<file path="src/rtl/adc_ctl_pkg.sv">
package adc_ctl_pkg;

  localparam int CSR_W      = 8;
  localparam int CSR_CHAN_W = 5;

  typedef struct packed {
    logic                  sel;   // completion flag or service select
    logic                  ien;
    logic                  cont;
    logic [CSR_CHAN_W-1:0] chan;
  } csr_t;

  function automatic logic chan_live(input logic [CSR_CHAN_W-1:0] code,
                                     input int unsigned num_chan);
    return (32'(code) < num_chan);
  endfunction

  function automatic logic [CSR_W-1:0] csr_pack(input csr_t c);
    return {c.sel, c.ien, c.cont, c.chan};
  endfunction

  function automatic csr_t csr_unpack(input logic [CSR_W-1:0] v);
    csr_t c;
    c.sel  = v[7];
    c.ien  = v[6];
    c.cont = v[5];
    c.chan = v[CSR_CHAN_W-1:0];
    return c;
  endfunction

endpackage

</file>
<file path="src/rtl/adc_ctl_bus.sv">
module adc_ctl_bus
  import adc_ctl_pkg::*;
#(
  parameter int ADDR_W = 8,
  parameter logic [ADDR_W-1:0] CSR_ADDR = '0
) (
  input  logic [ADDR_W-1:0] bus_addr,
  input  logic              bus_rd,
  input  logic              bus_wr,
  input  csr_t              csr_q,
  output logic              wr_hit,
  output logic              rd_hit,
  output logic [CSR_W-1:0]  rdata
);

  logic sel_addr;

  always_comb begin
    sel_addr = (bus_addr == CSR_ADDR);
    wr_hit   = bus_wr && sel_addr;
    rd_hit   = bus_rd && sel_addr;
    rdata    = rd_hit ? csr_pack(csr_q) : '0;
  end

endmodule

</file>
<file path="src/rtl/adc_ctl_flag.sv">
module adc_ctl_flag
  import adc_ctl_pkg::*;
#(
  parameter int NUM_CHAN = 16
) (
  input  logic       clk,
  input  logic       rst_n,
  input  logic       wr_hit,
  input  csr_t       wr_val,
  input  logic       data_rd,
  input  logic       conv_done,
  output csr_t       csr_q,
  output logic       conv_start,
  output logic       flag_set_evt
);

  localparam int CODES = 1 << CSR_CHAN_W;

  logic seen_q;
  logic live;
  csr_t csr_d;
  logic seen_d;

  generate
    if (NUM_CHAN >= CODES) begin : g_all_live
      assign live = 1'b1;
    end else begin : g_some_off
      assign live = chan_live(wr_val.chan, NUM_CHAN);
    end
  endgenerate

  // The flag may set only in flag mode, on a completion with no clearing
  // access in the same cycle, and in continuous mode only on the first one.
  assign flag_set_evt = conv_done && !wr_hit && !data_rd && !csr_q.ien &&
                        (!csr_q.cont || !seen_q);

  always_comb begin
    csr_d  = csr_q;
    seen_d = seen_q;
    if (wr_hit) begin
      csr_d.ien  = wr_val.ien;
      csr_d.cont = wr_val.cont;
      csr_d.chan = wr_val.chan;
      csr_d.sel  = wr_val.ien ? wr_val.sel : 1'b0;
      seen_d     = 1'b0;
    end else begin
      if (conv_done) seen_d = 1'b1;
      if (!csr_q.ien) begin
        if (data_rd)           csr_d.sel = 1'b0;
        else if (flag_set_evt) csr_d.sel = 1'b1;
      end
    end
  end

  always_ff @(posedge clk) begin
    if (!rst_n) begin
      csr_q      <= '0;
      seen_q     <= 1'b0;
      conv_start <= 1'b0;
    end else begin
      csr_q      <= csr_d;
      seen_q     <= seen_d;
      conv_start <= wr_hit && live;
    end
  end

endmodule

</file>
<file path="src/rtl/adc_ctl_irq.sv">
module adc_ctl_irq (
  input  logic clk,
  input  logic rst_n,
  input  logic wr_hit,
  input  logic data_rd,
  input  logic conv_done,
  input  logic ien,
  input  logic route_dma,
  output logic irq_cpu,
  output logic irq_dma,
  output logic clr_evt
);

  logic pend_q;

  assign clr_evt = wr_hit || data_rd;

  always_ff @(posedge clk) begin
    if (!rst_n)                 pend_q <= 1'b0;
    else if (clr_evt)           pend_q <= 1'b0;
    else if (conv_done && ien)  pend_q <= 1'b1;
  end

  assign irq_cpu = pend_q && !route_dma;
  assign irq_dma = pend_q &&  route_dma;

endmodule

</file>
<file path="src/rtl/adc_ctl_reg.sv">
module adc_ctl_reg
  import adc_ctl_pkg::*;
#(
  parameter int ADDR_W = 8,
  parameter logic [ADDR_W-1:0] CSR_ADDR = 8'h10,
  parameter int NUM_CHAN = 16
) (
  input  logic              clk,
  input  logic              rst_n,
  input  logic [ADDR_W-1:0] bus_addr,
  input  logic              bus_rd,
  input  logic              bus_wr,
  input  logic [7:0]        bus_wdata,
  output logic [7:0]        bus_rdata,
  input  logic              conv_done,
  input  logic              data_rd,
  output logic              conv_start,
  output logic [4:0]        chan_sel,
  output logic              cont_mode,
  output logic              irq_cpu,
  output logic              irq_dma
);

  csr_t csr_q;
  logic wr_hit;
  logic rd_hit;
  logic ien;
  logic stat7;
  logic flag_set_evt;
  logic clr_evt;

  adc_ctl_bus #(.ADDR_W(ADDR_W), .CSR_ADDR(CSR_ADDR)) u_bus (
    .bus_addr (bus_addr),
    .bus_rd   (bus_rd),
    .bus_wr   (bus_wr),
    .csr_q    (csr_q),
    .wr_hit   (wr_hit),
    .rd_hit   (rd_hit),
    .rdata    (bus_rdata)
  );

  adc_ctl_flag #(.NUM_CHAN(NUM_CHAN)) u_flag (
    .clk          (clk),
    .rst_n        (rst_n),
    .wr_hit       (wr_hit),
    .wr_val       (csr_unpack(bus_wdata)),
    .data_rd      (data_rd),
    .conv_done    (conv_done),
    .csr_q        (csr_q),
    .conv_start   (conv_start),
    .flag_set_evt (flag_set_evt)
  );

  adc_ctl_irq u_irq (
    .clk       (clk),
    .rst_n     (rst_n),
    .wr_hit    (wr_hit),
    .data_rd   (data_rd),
    .conv_done (conv_done),
    .ien       (csr_q.ien),
    .route_dma (csr_q.sel),
    .irq_cpu   (irq_cpu),
    .irq_dma   (irq_dma),
    .clr_evt   (clr_evt)
  );

  assign ien       = csr_q.ien;
  assign stat7     = csr_q.sel;
  assign chan_sel  = csr_q.chan;
  assign cont_mode = csr_q.cont;

endmodule

</file>
<file path="config.mk">
export PLATFORM = sky130hd
export DESIGN_NAME = adc_ctl_reg
export DESIGN_NICKNAME = d
export VERILOG_FILES = /design/src/rtl/adc_ctl_pkg.sv /design/src/rtl/adc_ctl_bus.sv /design/src/rtl/adc_ctl_flag.sv /design/src/rtl/adc_ctl_irq.sv /design/src/rtl/adc_ctl_reg.sv
export SDC_FILE = /design/constraint.sdc
export NUM_CORES = 1
export LEC_CHECK = 0
export ABC_AREA = 1
export CORE_AREA = 4 4 41 43
export CTS_BUF_LIST = sky130_fd_sc_hd__clkbuf_4
export CTS_CLUSTER_DIAMETER = 30
export DETAILED_ROUTE_END_ITERATION = 6
export DIE_AREA = 0 0 45 47
export DONT_BUFFER_PORTS = 1
export HOLD_SLACK_MARGIN = 0.12
export PLACE_DENSITY = 0.71
export SYNTH_ARGS = -nofsm -noshare
export SYNTH_HDL_FRONTEND = slang
export SYNTH_HIERARCHICAL = 1
export SYNTH_SLANG_ARGS = --single-unit
</file>
<file path="constraint.sdc">
create_clock -name clk -period 1.4 [get_ports clk]
set_input_delay 0.28 -clock clk [delete_from_list [all_inputs] [get_ports clk]]
set_output_delay 0.28 -clock clk [all_outputs]
set_load 0.05 [all_outputs]
</file>
# ---- Yosys cells after proc, flatten, opt, wreduce, memory -nomap -nowiden
# Cells that the tools add are included.
dict set report word_totals {
  reg_bits 11
  input_bits 22
  output_inout_bits 17
  wordCells 39
}
dict set report classes {
  order_cmp 1
  eq_ne 2
  muxes 6
  bitwise 1
  reduce_logical 22
}
# cell count
set op_table {}
lappend op_table {{1-bit logical AND} 10}
lappend op_table {{8-bit by 5-bit == test with 1-bit output (second input constant)} 1}
lappend op_table {{8-bit 2-to-1 mux} 1}
lappend op_table {{1-bit logical NOT} 6}
lappend op_table {{5-bit < comparator (second input constant)} 1}
lappend op_table {{1-bit 2-to-1 mux} 5}
lappend op_table {{2-bit OR reduction} 2}
lappend op_table {{3-bit nonzero test} 1}
lappend op_table {{1-bit logical OR} 2}
lappend op_table {{2-bit by 1-bit inequality test with 1-bit output (second input constant)} 1}
lappend op_table {{2-bit AND reduction} 1}
lappend op_table {{1-bit inverter} 1}

# ---- Depth between registers and ports, before layout
dict set report depth {
  ltp_word 11
  ltp_mapped 10
  depth_no_buf 9
}

# ---- Hierarchy
# Netlist, hierarchy kept.
# mod instances cells_each area_each_um2 seq_area_each_um2
set by_module_without_submodules {}
lappend by_module_without_submodules {adc_ctl_flag 1 50 409.1 200.2}
lappend by_module_without_submodules {adc_ctl_bus 1 32 142.6 0.0}
lappend by_module_without_submodules {adc_ctl_irq 1 10 57.6 20.0}

# ---- Worst setup path after synthesis
# Ideal clock, no wire load.
dict set report synth_path {
  path_kind {register -> output}
  from {register u_flag/csr_q[5] (netlist name)}
  to {output bus_rdata[5]}
  arrival_ps 1391
  required_ps 1120
  path_slack_ps -271
  stages_incl_launch_ff 3
  n_path_buf 0
  cell_sequence {dfxtp_1 inv_1 nor2_1}
}
dict set report synth_via {
  elab_chain_len 1
}
# element line
set synth_rtl {}
lappend synth_rtl {{8-bit 2-to-1 mux} adc_ctl_bus.sv:22} ;# rdata = rd_hit ? csr_pack(csr_q) : '0;
lappend synth_rtl {{end, declared} adc_ctl_reg.sv:14} ;# output logic [7:0] bus_rdata,
# Every way passes these cells.

# ---- Worst setup path after layout
dict set report layout_path {
  from {register u_flag/csr_q[7] (netlist name)}
  to {output irq_dma}
}
dict set report layout_via {
  elab_chain_len 1
}
# element line
set layout_rtl {}
lappend layout_rtl {{1-bit logical AND} adc_ctl_irq.sv:25} ;# assign irq_dma = pend_q && route_dma;
lappend layout_rtl {{end, declared} adc_ctl_reg.sv:21} ;# output logic irq_dma
# Every way passes these cells.

==> reports/metrics.sh <==
OUTCOME='finished clean'
POWER.SHARE.CLOCK_PCT=40.1
FLOORPLAN.DIE.HEIGHT_UM=47
TRITONCTS_NUM_SINKS=11
FIN_WS_PS=95.01
PLACED_CELLS_INCL_TAPS=120
NUM_VIAS=593
FINISH.NET_COUNT=135
DETAIL_ROUTE.VIAS_PER_CELL=4.669
NUMBER_OF_INSTANCES_ON_THE_WORST_HOLD_PATH=2
PORT_BUFFERS=0
R2R_START='u_flag/csr_q[3]'
FLOORPLAN.DIE_AREA_UM2=2115
WORST-SETUP-PATH-TYPE='reg2out'
DRT_FIRST_ITER_VIOLATIONS=3
FINAL_HOLD_VIOL_COUNT=0
R2R_SLACK_PS=580
COMB_POWER_SHARE_PCT=6.4
PATH_MAX_FANOUT=4
CAPTURE_INSTANCE_OF_THE_WORST_REGISTER_TO_REGISTER_PATH='u_flag/csr_q[3]'
NUM_ANTENNA_CELLS=0
ANTENNA_VIOLATING_NETS_POST_ROUTE=0
CRITPATHARRIVALTIME_PS=1020
HOLD_PATH.CLASS='in2reg'
MAX-CAP-VIOLATIONS=0
CLOCK_TREE_FROM_TRITONCTS='built'
HOLD-WORST-SLACK_PS=136.4
NUMCTSBUFFERS=3
GLOBALROUTE.TOTALOVERFLOW=0
HOLD_PATH_STARTPOINT='rst_n'
DETAILEDPLACE.WORSTSLACK_PS=67.46
P_PER_AREA_nW_PER_UM2=670.0
NUMBER_OF_DRC_VIOLATIONS_AFTER_DETAILED_ROUTING=0
GRT_PASS1_WL_UM=2318
AREA_DELTA_SYNTH_FINAL_PCT=48.95
DRTPASS1ITERATIONS=2
SYNTHESIZED_AREA_PER_CELL_UM2=6.720
ANTENNA_FOUND_INITIAL=0
FINAL-INSTANCE-COUNT-EXCL-FILL=127
CLK_ROOT_BUFFER_CELL='sky130_fd_sc_hd__clkbuf_4'
SYNTH_AREA_UM2=598.1
N_FILL_CELL=116
TIMING.CRITICAL_PATH.FROM_TYPE='flop'
DIE_SPAN_IN_X_UM=45
CORE_REGION_AREA_UM2=1301
INSERTION_DELAY_PS=270
FRACTION_OF_POWER_CONSUMED_BY_SEQUENTIAL_LOGIC_PCT=53.5
WORST_SUPPLY_VOLTAGE_DROP_ON_VDD_mV=0.3691
FINAL_MIN_PERIOD_OVER_CLOCK_PERIOD_PCT=93.21
FINAL_LAYOUT_SIZE_SUFFIX_GT1_SHARE_PCT=37.50
LAYOUT_COMMONEST_CELL='sky130_fd_sc_hd__inv_1'
LAYOUT.CELLS.MOST_COMMON_LIST='sky130_fd_sc_hd__inv_1, sky130_fd_sc_hd__nor2_1'
TIMING.FMAX_GHz=0.7663
CTS_MAX_PATH_BUFFERS=2
TOTAL_TRACK_USAGE_PCT=15.81
FINAL.SETUP_SKEW_PS=0.1176
SETUP.WORST_PATH.END_CLASS='output pin'
POST-ROUTE-MIN-PERIOD_PS=1305
FLOORPLAN.ROWS=13
MAX-SLEW-MARGIN-REL_PCT=67.48
FINALSETUPVIOLATIONS=0
RSZ_0062_RAISED_AFTER_GLOBAL_ROUTING='no'
P_INT_W=0.0004650
SYNTH.NET_COUNT=111
GP_CONGESTION=0.6984
GRT_START_MAX_NET_PINS=10
POWER.NET_SWITCHING_W=0.0001318
SETUP_TOTAL_NEGATIVE_SLACK_PS=0
H_TREE_LEVELS=1
WL_UM=1461
SW_FRAC_OF_TOTAL_PCT=22.08
WL_PER_CELL_UM=11.50
WORST_EP_REQUIRED_TIME_PS=1120
POWER.LEAKAGE_nW=0.4060
CLKSLEWWORSTSETUPHOLDPATHS_PS=70
REG2REG_DEPTH=3
DPL.HPWL_UM=1165
YS.WARNINGS.COUNT=6
FLOORPLAN.INITIALDENSITY_PCT=45.96
FINAL_CORE_UTILIZATION_PCT=68.46
MAX_SLEW.WORST_PIN.SLEW_PS=487.1
POST_SYNTH_INST_COUNT=89
NUMBER_OF_GLOBAL_ROUTE_VIAS_BEFORE_REPAIR=573
WHS_ENDPOINT='u_flag/csr_q[5]'
MAXSLEWVIOLCOUNT=0
IO_PINS=39
==> worst max-delay path by stage <==
stage	startpoint	slack, ps	cells after the start	to
final	u_flag/csr_q[7]	100	2	irq_dma
after floorplan	bus_addr[5]	-210	5	bus_rdata[6]
after CTS	u_flag/csr_q[6]	30	3	bus_rdata[6]
after detailed placement	bus_addr[6]	70	6	bus_rdata[6]
after global routing	bus_addr[6]	9	6	bus_rdata[7]
after global placement	bus_addr[2]	110	9	u_flag/csr_q[7]
==> routing by layer <==
metal  vias to the layer above  track usage [%]  share of wire (%)
met4                         0            12.28                2.6
met2                        28            26.84                 51
met5                         -                0                  0
met3                         5            6.130                9.2
li1                        306                -                  -
met1                       254            15.47                 38
==> power groups by stage <==
| stage | Sequential, W | Clock (W) | Combinational, W |
|---|---|---|---|
| final | 0.000320 | 0.000239 | 0.0000380 |
| after global routing | 0.000320 | 0.000272 | 0.0000430 |
| after CTS | 0.000320 | 0.000249 | 0.0000357 |
| after detailed placement | 0.000327 | 0 | 0.0000306 |
| after global placement | 0.000327 | 0 | 0.0000291 |
| after floorplan | 0.000328 | 0 | 0.0000251 |
==> worst max-delay path, cell delays in order, from the launching register on <==
cell	delay [ps]
sky130_fd_sc_hd__dfxtp_1	370
sky130_fd_sc_hd__nand2_1	70
sky130_fd_sc_hd__inv_1	320
==> layout make-up <==
class,instances,area (µm²),share of cell area [%]
clock buffers,4,30.03,3.371
inverters,22,96.34,10.81
multi-input cells,55,287.8,32.30
flip-flops and latches,11,221.5,24.86
well taps,15,18.77,2.107
repair buffers,20,236.5,26.54
==> stage by stage <==
stage                     total power [W]  area, µm²
after floorplan                 0.0003529      613.1
after global placement          0.0003558      823.3
after detailed placement        0.0003576      823.3
after CTS                       0.0006046      873.3
after global routing            0.0006349      890.9
final                           0.0005969      890.9
==> state kept, by name, summed over array words and instances, names as in the netlist <==
| signal | count |
|---|---|
| u_flag/csr_q | 8 |
| u_flag/conv_start | 1 |
| u_flag/seen_q | 1 |
| u_irq/pend_q | 1 |
==> timing repair <==
action	CTS	global route
buffers inserted	0	0
hold endpoints to repair	2	1
endpoints found under the setup margin	0	1
hold buffers	2	1
gates resized for setup	0	3
(Power assumes the default switching activity.)
